## src/rtl/osml_pkg.sv

```systemverilog
package osml_pkg;
    localparam int N     = 7;
    localparam int J     = 3;
    localparam int CNT_W = $clog2(N);
    localparam int SUM_W = $clog2(J + 1);
    localparam int VOTE_MIN = (J + 1) / 2;

    // Check j covers the top bit plus TAP_A[j] and TAP_B[j]
    localparam int TAP_A [J] = '{3, 1, 0};
    localparam int TAP_B [J] = '{4, 5, 2};

    typedef enum logic [1:0] {
        ST_IDLE = 2'd0,
        ST_RUN  = 2'd1,
        ST_DONE = 2'd2
    } osml_state_t;
endpackage

```

## src/rtl/osml_orth_vote.sv

```systemverilog
module osml_orth_vote
    import osml_pkg::*;
(
    input  logic [N-1:0] word_i,
    output logic         flip_o
);
    logic [J-1:0]     sums;
    logic [SUM_W-1:0] ones;

    for (genvar j = 0; j < J; j++) begin : g_chk
        assign sums[j] = word_i[N-1] ^ word_i[TAP_A[j]] ^ word_i[TAP_B[j]];
    end

    always_comb begin
        ones = '0;
        for (int j = 0; j < J; j++) begin
            ones = ones + SUM_W'(sums[j]);
        end
        flip_o = (ones >= SUM_W'(VOTE_MIN));
    end
endmodule

```

## src/rtl/osml_ring_buf.sv

```systemverilog
module osml_ring_buf
    import osml_pkg::*;
(
    input  logic         clk,
    input  logic         rst_n,
    input  logic         load_i,
    input  logic         step_i,
    input  logic         flip_i,
    input  logic [N-1:0] word_i,
    output logic [N-1:0] q_o
);
    always_ff @(posedge clk or negedge rst_n) begin
        if (!rst_n) begin
            q_o <= '0;
        end else if (load_i) begin
            q_o <= word_i;
        end else if (step_i) begin
            q_o <= {q_o[N-2:0], q_o[N-1] ^ flip_i};
        end
    end
endmodule

```

## src/rtl/osml_seq_ctrl.sv

```systemverilog
module osml_seq_ctrl
    import osml_pkg::*;
(
    input  logic clk,
    input  logic rst_n,
    input  logic start_i,
    output logic load_o,
    output logic step_o,
    output logic busy_o,
    output logic done_o
);
    osml_state_t      state_q, state_d;
    logic [CNT_W-1:0] step_cnt;
    logic             last_step;

    assign last_step = (step_cnt == CNT_W'(N - 1));

    always_ff @(posedge clk or negedge rst_n) begin
        if (!rst_n) begin
            state_q <= ST_IDLE;
        end else begin
            state_q <= state_d;
        end
    end

    always_ff @(posedge clk or negedge rst_n) begin
        if (!rst_n) begin
            step_cnt <= '0;
        end else if (load_o) begin
            step_cnt <= '0;
        end else if (step_o) begin
            step_cnt <= step_cnt + 1'b1;
        end
    end

    always_comb begin
        state_d = state_q;
        unique case (state_q)
            ST_IDLE: if (start_i)   state_d = ST_RUN;
            ST_RUN:  if (last_step) state_d = ST_DONE;
            ST_DONE: state_d = ST_IDLE;
            default: state_d = ST_IDLE;
        endcase
    end

    always_comb begin
        load_o = 1'b0;
        step_o = 1'b0;
        busy_o = 1'b0;
        done_o = 1'b0;
        unique case (state_q)
            ST_IDLE: load_o = start_i;
            ST_RUN: begin
                step_o = 1'b1;
                busy_o = 1'b1;
            end
            ST_DONE: begin
                busy_o = 1'b1;
                done_o = 1'b1;
            end
            default: ;
        endcase
    end
endmodule

```

## src/rtl/osml_cyclic_decoder.sv

```systemverilog
module osml_cyclic_decoder
    import osml_pkg::*;
(
    input  logic         clk,
    input  logic         rst_n,
    input  logic         start_i,
    input  logic [N-1:0] word_i,
    output logic         busy_o,
    output logic         done_o,
    output logic [N-1:0] word_o
);
    logic load, step, flip;

    osml_seq_ctrl u_ctrl (
        .clk     (clk),
        .rst_n   (rst_n),
        .start_i (start_i),
        .load_o  (load),
        .step_o  (step),
        .busy_o  (busy_o),
        .done_o  (done_o)
    );

    osml_orth_vote u_vote (
        .word_i (word_o),
        .flip_o (flip)
    );

    osml_ring_buf u_buf (
        .clk    (clk),
        .rst_n  (rst_n),
        .load_i (load),
        .step_i (step),
        .flip_i (flip),
        .word_i (word_i),
        .q_o    (word_o)
    );
endmodule

```

## config.mk

```make
export PLATFORM = sky130hd
export DESIGN_NAME = osml_cyclic_decoder
export DESIGN_NICKNAME = d
export VERILOG_FILES = /design/src/rtl/osml_pkg.sv /design/src/rtl/osml_orth_vote.sv /design/src/rtl/osml_ring_buf.sv /design/src/rtl/osml_seq_ctrl.sv /design/src/rtl/osml_cyclic_decoder.sv
export SDC_FILE = /design/constraint.sdc
export NUM_CORES = 1
export LEC_CHECK = 0
export ABC_AREA = 1
export ABC_CLOCK_PERIOD_IN_PS = 2080
export BUFFER_PORTS_ARGS = -buffer_cell sky130_fd_sc_hd__buf_2
export CAP_MARGIN = 20
export CELL_PAD_IN_SITES_DETAIL_PLACEMENT = 0
export CELL_PAD_IN_SITES_GLOBAL_PLACEMENT = 1
export CORE_ASPECT_RATIO = 1.1
export CORE_MARGIN = 3
export CORE_UTILIZATION = 39
export CTS_BUF_LIST = sky130_fd_sc_hd__clkbuf_8
export CTS_CLUSTER_SIZE = 25
export DETAILED_ROUTE_END_ITERATION = 10
export PLACE_DENSITY_LB_ADDON = 0.1
export SYNTH_ARGS = -nofsm -noshare
export SYNTH_HDL_FRONTEND = slang
export SYNTH_SLANG_ARGS = --single-unit
```

## constraint.sdc

```tcl
create_clock -name clk -period 2.08 [get_ports clk]
set_clock_uncertainty 0.2 [all_clocks]
set_input_delay 0.416 -clock clk [delete_from_list [all_inputs] [get_ports clk]]
set_output_delay 0.416 -clock clk [all_outputs]
set_load 0.005 [all_outputs]
```

==> run_results.csv <==
group,metric,value,unit
die,core-area,1670,um2
finish,layoutNonFillerInstCount,131,
timing,rsz0062_at_grt,"false",
timing,whs,0.209,ns
global_route,grt_remaining_overflow,0,
worst_setup_path,start_kind,"flip-flop",
routing,drt-total-wl,1530,um
worst_setup_path,worstPathMaxFanout,6,
worst_setup_path,crit_family,"flip-flops",
worst_setup_path,slowest_delay,0.44,ns
finish,drive_above_1_share,23.7,%
worst_setup_path,cp_data_arrival_time,1.74,ns
logic_synthesis,synth_warnings,0,
logic_synthesis,synth_nets,109,
timing,min_period_over_period,86.8,%
global_route,antenna_found_initial,0,
placement,dp_cells,126,
worst_hold_path,hp-class,"input port to flip-flop",
logic_synthesis,synth_top_family_by_area,"simple AND/OR/NAND/NOR gates",
pwr,power_leakage,0.500,nW
timing,maxSlewViolCount,0,
placement,io_buffers,18,
die,ios,19,
worst_setup_path,path_class,"flip-flop to flip-flop",
logic_synthesis,synth_compound_area_share,13.7,%
global_route,grtUsageTotal,13.9,%
routing,num_vias,635,
worst_setup_path,cp_cell_sequence,"xnor2_1 > xor2_1 > inv_1 > ha_1 > nand3_2 > nand2_1 > nand2_1 > nand3_1 > nand2_1 > nand2_1",
clock_tree,cts_buffers,3,
logic_synthesis,synth_top_area_cell,"dfrtp_1",
routing,ant_nets,0,
clock_tree,cts_resized,0,
logic_synthesis,synth-seq-cells,12,
die,rows,15,
logic_synthesis,ys_seq_area_share,40.5,%
worst_setup_path,cp.required,2.01,ns
clock_tree,cts_tree,"done",
die,fp.dieW,47.6,um
placement,dp_hpwl,1200,um
routing,route.detailed.drc,0,
global_route,grt_pass1_wl,2450,um
finish,n_fill_cell,175,
routing,drt_iter0_drc,18,
logic_synthesis,muxShareOfSynthArea,0,%
finish,diodes,0,
logic_synthesis,synthSimpleGateAreaFrac,17.7,%
routing,wl_per_cell,11.7,um
finish,mostFrequentLayoutCells,"19 x nand2_1, 18 x buf_2, 15 x inv_1",
logic_synthesis,synthXorXnorAreaFrac,4.72,%
timing,hold_viol,0,
timing,max-slew-margin-rel,72.7,%
clock_tree,clk-insertion-delay-late,0.24,ns
logic_synthesis,syn-cell-area,742,um2
clock_tree,path_clk_slew,0.05,ns
logic_synthesis,synthTopCellsByArea,"dfrtp_1 40%, ha_1 13%, nand2_1 9.6%",
clock_tree,clock_tree.root_cell,"clkbuf_8",
logic_synthesis,avgSynthCellArea,8.15,um2
logic_synthesis,synthAdderAreaFrac,13.5,%
logic_synthesis,synth_cell_types,16,
finish,syn_to_final_growth,24.5,%
timing,fin_tns_setup,0,ns
worst_setup_path,end_kind,"flip-flop",
clock_tree,clkSinkCount,12,
die,die_h,51.7,um
clock_tree,cts_hold_buf,1,
global_route,grt_pass1_vias,544,
timing,finalSetupViolCount,0,
logic_synthesis,yosysTopAreaCellShare,40.5,%
worst_setup_path,crit_top_cell,"nand2_1",
routing,drtPass1Iterations,4,
pwr,peakVddDrop,984,uV
worst_setup_path,cp_num_buf_inv,1,
global_route,grt_max_degree,13,
timing,max_slew.worst_pin.slew,0.405,ns
clock_tree,postCtsSetupBuffers,0,
finish,layout_commonest_cell,"nand2_1",
logic_synthesis,synthCells,91,
job,cap_violations,0,
die,die-area,2460,um2
timing,period_minus_slack,1.80,ns
pwr,power_density,1750,nW/um2
pwr,power,1.61,mW
worst_setup_path,slowest_stage,"dfrtp_1",
timing,clock.fmax,554,MHz
clock_tree,htreeDepth,1,
outcome,status,"completed",
routing,vias_per_cell,4.85,
finish,fin_nets,133,
clock_tree,cts_buffer_depth,2,
die,initial_core_util,44.4,%
placement,gp_congestion,0.804,
[per-stage QoR]
stage / instance area, um2 / worst slack, ns / util, %
6_report: 923 / 0.275 / 55.3
5_1_grt: 923 / 0.145 / 55.3
4_1_cts: 923 / 0.259 / 55.3
3_5_place_dp: 858 / 0.267 / 51.4
3_3_place_gp: 858 / 0.314 / 51.4
2_1_floorplan: 742 / 0.336 / -
[kinds of logic after synthesis]
family | after synthesis
adder cells (fa/ha/maj) | 8
AND/OR/NAND/NOR | 31
AO/OA/AOI/OAI | 17
buffers and inverters | 19
XOR/XNOR | 4
flip-flops | 12
[routing by layer]
| metal | track usage, % | vias to the layer above | wire [um] |
|---|---|---|---|
| met1 | 19.6 | 278 | 753 |
| li1 | - | 339 | - |
| met3 | 4.15 | 2 | 78 |
| met2 | 20.3 | 16 | 690 |
| met5 | 0 | - | 0 |
| met4 | 4.04 | 0 | 11 |
[where the power goes]
part | internal, mW | leakage, nW | total [mW] | switching (mW)
Sequential | 0.355 | 0.148 | 0.468 | 0.112
Clock | 0.167 | 0.0288 | 0.252 | 0.0847
Combinational | 0.392 | 0.323 | 0.893 | 0.501
Total | 0.914 | 0.500 | 1.61 | 0.698
[flip-flops by register name (all words and copies together) (netlist names)]
register and flops:
u_ctrl.state_q 2, u_buf.q_o 7, u_ctrl.step_cnt 3
[synth_stat cells]
cell type	n
a21oi_1	4
nand2_1	19
inv_2	2
inv_1	15
o211ai_1	4
o311ai_0	1
a211oi_1	1
dfrtp_1	12
buf_2	2
o21ai_0	7
nor2_1	4
nand3_2	1
xnor2_1	2
xor2_1	2
ha_1	8
nand3_1	7
[worst paths after layout]
check / start / end / slack, ns / cells after the start
worst max-delay path: u_buf.q_o[6] / u_buf.q_o[0] / 0.28 / 10
worst min-delay path: word_i[3] / u_buf.q_o[3] / 0.21 / 3
worst max register to register: u_buf.q_o[6] / u_buf.q_o[0] / 0.28 / 10
worst min register to register: u_ctrl.step_cnt[2] / u_ctrl.step_cnt[2] / 0.34 / 2
max in group asynchronous: rst_n / u_buf.q_o[1] / 1.07 / 2
min in group asynchronous: rst_n / u_ctrl.step_cnt[2] / 0.39 / 2
[worst min-delay path, cell delays in order]
cell and delay [ns]:
buf_2 0.08, nand2_1 0.04, o311ai_0 0.07
[final cells by class]
type	instances	area, um2	area share (%)
clock buffers	4	55.1	5.96
inverters	17	63.8	6.91
multi-input cells	60	368	39.8
flip-flops and latches	12	300	32.5
well taps	17	21.3	2.30
repair buffers	21	115	12.5
Power figures use the tool's default switching activity.
